<file path="src/rtl/alarm_pkg.sv">
package alarm_pkg;
  localparam int NUM_FIELDS = 6;
  localparam int BYTE_W     = 8;

  typedef enum logic [2:0] {
    FLD_SEC   = 3'd0,
    FLD_MIN   = 3'd1,
    FLD_HOUR  = 3'd2,
    FLD_DATE  = 3'd3,
    FLD_MONTH = 3'd4,
    FLD_DOW   = 3'd5
  } field_e;
endpackage

</file>
<file path="src/rtl/alarm_field_cmp.sv">
module alarm_field_cmp #(
  parameter int W = 8
) (
  input  logic [W-1:0] alm_i,
  input  logic [W-1:0] time_i,
  output logic         en_o,
  output logic         eq_o
);
  localparam logic [W-1:0] VAL_MASK = {1'b0, {(W-1){1'b1}}};

  assign en_o = alm_i[W-1];
  // enable bit and time MSB masked out
  assign eq_o = ((alm_i ^ time_i) & VAL_MASK) == '0;
endmodule

</file>
<file path="src/rtl/alarm_flag_ctrl.sv">
module alarm_flag_ctrl (
  input  logic clk_i,
  input  logic rst_ni,
  input  logic set_i,
  input  logic clr_i,
  output logic flag_o
);
  logic flag_q;

  always_ff @(posedge clk_i or negedge rst_ni) begin
    if (!rst_ni)     flag_q <= 1'b0;
    else if (set_i)  flag_q <= 1'b1;   // set wins over clear
    else if (clr_i)  flag_q <= 1'b0;
  end

  assign flag_o = flag_q;

  p_flag_set_r5: assert property (@(posedge clk_i) disable iff (!rst_ni)
    set_i |=> flag_q);
  p_flag_clr_r7: assert property (@(posedge clk_i) disable iff (!rst_ni)
    (!set_i && clr_i) |=> !flag_q);
  p_no_spurious_r3: assert property (@(posedge clk_i) disable iff (!rst_ni)
    (!set_i && !flag_q) |=> !flag_q);
endmodule

</file>
<file path="src/rtl/alarm_irq_gen.sv">
module alarm_irq_gen #(
  parameter int PULSE_LEN = 16
) (
  input  logic clk_i,
  input  logic rst_ni,
  input  logic trig_i,
  input  logic pulse_mode_i,
  input  logic flag_i,
  output logic irq_no
);
  localparam int CNT_W = $clog2(PULSE_LEN + 1);
  localparam logic [CNT_W-1:0] LOAD = CNT_W'(PULSE_LEN);

  logic [CNT_W-1:0] cnt_q;

  always_ff @(posedge clk_i or negedge rst_ni) begin
    if (!rst_ni)                     cnt_q <= '0;
    else if (trig_i && pulse_mode_i) cnt_q <= LOAD;
    else if (cnt_q != '0)            cnt_q <= cnt_q - 1'b1;
  end

  assign irq_no = pulse_mode_i ? (cnt_q == '0) : !flag_i;

  p_pulse_start_r6: assert property (@(posedge clk_i) disable iff (!rst_ni)
    (trig_i && pulse_mode_i) |=> (cnt_q == LOAD));
  p_cnt_bound_r6: assert property (@(posedge clk_i) disable iff (!rst_ni)
    cnt_q <= LOAD);
endmodule

</file>
<file path="src/rtl/alarm_match_ctrl.sv">
module alarm_match_ctrl
  import alarm_pkg::*;
#(
  parameter int PULSE_LEN = 16
) (
  input  logic                              clk_i,
  input  logic                              rst_ni,
  input  logic                              tick_i,
  input  logic [NUM_FIELDS-1:0][BYTE_W-1:0] time_i,
  input  logic [NUM_FIELDS-1:0][BYTE_W-1:0] alm_i,
  input  logic                              alarm_en_i,
  input  logic                              fout_en_i,
  input  logic                              pulse_mode_i,
  input  logic                              auto_clr_i,
  input  logic                              stat_wr_i,
  input  logic                              stat_wdata_i,
  input  logic                              stat_rd_i,
  output logic                              flag_o,
  output logic                              irq_no
);
  logic [NUM_FIELDS-1:0] fld_en, fld_eq;
  logic active, hit, clr_req;

  for (genvar f = 0; f < NUM_FIELDS; f++) begin : g_fld
    alarm_field_cmp #(.W(BYTE_W)) u_cmp (
      .alm_i  (alm_i[f]),
      .time_i (time_i[f]),
      .en_o   (fld_en[f]),
      .eq_o   (fld_eq[f])
    );
  end

  assign active  = alarm_en_i && !fout_en_i;
  assign hit     = tick_i && active && (|fld_en) && (&(fld_eq | ~fld_en));
  assign clr_req = (stat_wr_i && !stat_wdata_i) || (stat_rd_i && auto_clr_i);

  alarm_flag_ctrl u_flag (
    .clk_i  (clk_i),
    .rst_ni (rst_ni),
    .set_i  (hit),
    .clr_i  (clr_req),
    .flag_o (flag_o)
  );

  alarm_irq_gen #(.PULSE_LEN(PULSE_LEN)) u_irq (
    .clk_i        (clk_i),
    .rst_ni       (rst_ni),
    .trig_i       (hit),
    .pulse_mode_i (pulse_mode_i),
    .flag_i       (flag_o),
    .irq_no       (irq_no)
  );

  p_inactive_r4: assert property (@(posedge clk_i) disable iff (!rst_ni)
    (!active && !flag_o) |=> !flag_o);
  p_no_tick_r3: assert property (@(posedge clk_i) disable iff (!rst_ni)
    (!tick_i && !flag_o) |=> !flag_o);
endmodule

</file>
<file path="config.mk">
export PLATFORM = sky130hd
export DESIGN_NAME = alarm_match_ctrl
export DESIGN_NICKNAME = d
export VERILOG_FILES = /design/src/rtl/alarm_pkg.sv /design/src/rtl/alarm_field_cmp.sv /design/src/rtl/alarm_flag_ctrl.sv /design/src/rtl/alarm_irq_gen.sv /design/src/rtl/alarm_match_ctrl.sv
export SDC_FILE = /design/constraint.sdc
export NUM_CORES = 1
export LEC_CHECK = 0
export ABC_AREA = 1
export ABC_CLOCK_PERIOD_IN_PS = 2800
export BUFFER_PORTS_ARGS = -buffer_cell sky130_fd_sc_hd__clkbuf_2
export CORE_ASPECT_RATIO = 0.8
export CORE_MARGIN = 5
export CORE_UTILIZATION = 40
export CTS_BUF_LIST = sky130_fd_sc_hd__clkbuf_4
export DETAILED_ROUTE_END_ITERATION = 10
export HOLD_SLACK_MARGIN = 0.08
export PLACE_DENSITY = 0.95
export SLEW_MARGIN = 20
export SYNTH_ARGS = -nofsm -noshare
export SYNTH_HDL_FRONTEND = slang
export SYNTH_SLANG_ARGS = --single-unit
</file>
<file path="constraint.sdc">
create_clock -name clk_i -period 2.8 [get_ports clk_i]
set_clock_uncertainty 0.2 [all_clocks]
set_input_delay 0.56 -clock clk_i [delete_from_list [all_inputs] [get_ports clk_i]]
set_output_delay 0.56 -clock clk_i [all_outputs]
set_load 0.05 [all_outputs]
</file>
==> summary.md <==
| Metric | Value |
|---|---|
| Outcome | completed |
| CP max FO | 5 |
| Share of layout cells above drive strength 1 | approximately 36% |
| GP Congestion | a little under 0.8 |
| Net Count, Synth | around 310 |
| Crit Path Category | register to output pin |
| Crit path launch type | register |
| Count of buffers from port buffering | roughly 100 |
| Vias/cell | 4.178 |
| Ys Warns | 0 |
| #FFs+latches synth | 6 |
| Post-route DRC | 0 |
| Main synth FF type | dfrtp_1 |
| CTS Buf Count | 3 |
| Total wire length | 3.029 mm |
| DRT antenna net count | 0 |
| Total GRT Usage | 15.93% |
| Clock sinks | 6 |
| Fin crit period | ~2.4 ns |
| Core region area | 0.002701 mm^2 |
| Synth area leaders | nand2_1 29%, inv_1 15%, dfrtp_1 14% |
| Pleak | roughly 1.1 nW |
| Maximum vdd drop | approximately 0.00022 V |
| Pwr Density | ~340 mW/mm^2 |
| Biggest area consumer among synthesized cells | nand2_1 |
| Clock-pin slew on the worst setup and hold paths | around 0.05 ns |
| Post-Syn Area | around 0.0011 mm^2 |
| Hold Crit Class | register to register |
| Power, Total | ~570 uW |
| DR iter-0 viols | 56 |
| Via count | ~1500 |
| Initial Util | roughly 41% |
| Crit end category | output pin |
| Largest net degree at the start of global routing | 7 |
| Final setup TNS | 0 ns |
| Full die area | around 0.0039 mm^2 |
| HPWL Detailed | 2.872 mm |
| # Post-CTS Setup Buffers | 0 |
| Post-CTS sizing | 0 |
| Initial antenna violation count | 0 |
| Asr flop ratio synth | 100.0% |
| Clock Path Buffers | 2 |
| 1st-pass router iterations | 2 |
| Post-synth EDFFs | 0 |
| Fmax | 0.4160 GHz |
| Mapped Avg Cell Area | around 5.3 um^2 |
| Layout area overhead | 53.24% |
| RSZ-0062 raised after global routing | no |
| Number of distinct library cells after synthesis | 20 |
| Die Wd | 68.63 um |
| Io pins | around 110 |
| Worst path required time | just over 2 ns |
| Yosys top cell area share | 29.01% |
| Std-Cell Rows | 17 |
| First-pass GRT wire length | 5.016 mm |
| Crit path max-delay cell type | dfrtp_1 |
| Critical path's most frequent cell | inv_1 |
| Slew at the pin with the worst max-slew slack | approximately 0.28 ns |
| Nets | 421 |
| Final Max Tran Viols | 0 |
| Slew HR | about four fifths |
| Crit path cell chain | inv_1, ha_1, inv_1, nor2_1, nand2_2, inv_2, nand2_1, o21ai_0, clkbuf_2 |
| Fill cell count | 255 |
| # diodes | 0 |
| Count leader, synth | nand2_1 |
| Max cap viols | 0 |
| Vias in the first global route | ~1400 |
| Worst EP arrival | 1.64 ns |
| H-tree depth | 1 |
| CP max stage delay | between 0.3 and 0.4 ns |
| Final Cycle Share | a little under nine tenths |
| Final Hold Viols | 0 |
| Post-synthesis sequential area ratio | ~14% |
| Hold Slack | roughly 0.36 ns |
| Per-cell routed wire length | ~8.7 um |
| Endpoints failing setup | 0 |
| Post-synth top cells | 85 x nand2_1, 45 x inv_1, 24 x nor2_1 |
| Grt total ovfl | 0 |
| Clock Root Buffer | clkbuf_4 |
| TritonCTS clock tree | done |
| Clk_lat worst skew | 0.25 ns |
| Post-Syn Instances | 206 |
| Die Ht | 56.90 um |
-- through the flow --
| stage | area [um^2] | setup slack [ns] | cells | util, % |
|---|---|---|---|---|
| after global routing | 1685 | 0.2445 | 349 | 62.39 |
| after detailed placement | 1653 | 0.6579 | 345 | 61.19 |
| final | 1685 | 0.3961 | 349 | 62.39 |
| after floorplan | 1100 | 0.3052 | 206 | - |
| after CTS | 1685 | 0.3879 | 349 | 62.39 |
| after global placement | 1653 | 0.6853 | 345 | 61.19 |
-- cell families (layout without fill, tap and decap cells) --
group	after synthesis	in the layout	synth area share [%]
flip-flops	6	6	13.65
AO/OA/AOI/OAI	7	7	3.754
AND/OR/NAND/NOR	117	117	42.78
XOR/XNOR	27	27	21.50
adder cells (fa/ha/maj)	2	2	2.275
buffers and inverters	47	152	16.04
-- metal layers --
metal / track usage, % / vias to the layer above / wire [um]
li1: - / 800 / -
met1: 16.09 / 598 / 1090
met2: 30.75 / 58 / 1603
met3: 5.800 / 2 / 327
met4: 2.266 / 0 / 7
met5: 0 / - / 0
-- power breakdown --
part	total (mW)	leakage, nW	switching, mW	internal (mW)
logic	0.329	1.05	0.168	0.161
clock network	0.0799	0.0138	0.0314	0.0485
registers	0.160	0.0726	0.0330	0.127
-- final cells by class --
class | count | area, um^2 | area share, %
well taps | 38 | 47.55 | 2.821
repair buffers | 102 | 515.5 | 30.59
inverters | 47 | 176.4 | 10.47
multi-input cells | 153 | 773.2 | 45.88
clock buffers | 3 | 22.52 | 1.336
flip-flops and latches | 6 | 150.1 | 8.909
-- sequential cells by signal, indices dropped and copies added, names as in the netlist --
signal         count
u_flag.flag_o      1
u_irq.cnt_q        5
-- worst max-delay path, delay by kind of cell (launching register included) --
family                     cells  cell delay (ns)
DFF                            1             0.39
and+or+nand+nor                3             0.24
adders and majority gates      1             0.15
AOI/OAI and AO/OA              1             0.06
buffers and inverters          4             0.55
-- placed cells by master, fill, tap and decap left out --
master,netlist,routed
ha_1,2,2
nor2_1,24,24
dlygate4sd3_1,0,1
nand3_1,2,2
a21oi_1,2,2
nor2_2,1,1
xnor2_1,17,17
clkinv_1,1,1
nor4_2,1,1
o21ai_2,1,1
o21ai_1,1,1
o21ai_0,2,2
o211ai_1,1,1
nand4_1,1,1
nand2_1,85,85
clkbuf_4,0,3
clkbuf_2,0,101
xor2_1,10,10
nand2_2,1,1
nand3_2,2,2
dfrtp_1,6,6
inv_1,45,45
inv_2,1,1
-- final timing paths --
kind                       cells past startpoint  slack, ns           start        endpoint
min reg2reg                                    3       0.36  u_irq.cnt_q[3]  u_irq.cnt_q[3]
min                                            3       0.36  u_irq.cnt_q[3]  u_irq.cnt_q[3]
max                                            9       0.40  u_irq.cnt_q[0]          irq_no
min in group asynchronous                      2       0.48          rst_ni  u_irq.cnt_q[2]
max in group asynchronous                      2       1.76          rst_ni  u_irq.cnt_q[1]
max reg2reg                                   10       1.22  u_irq.cnt_q[0]  u_irq.cnt_q[3]
-- repair_timing --
item | in CTS | in global routing
endpoints found under the hold margin | 6 | 0
hold buffers | 1 | 0
setup endpoints to repair | 0 | 0
Note: power is estimated with default switching activity, not from simulation.
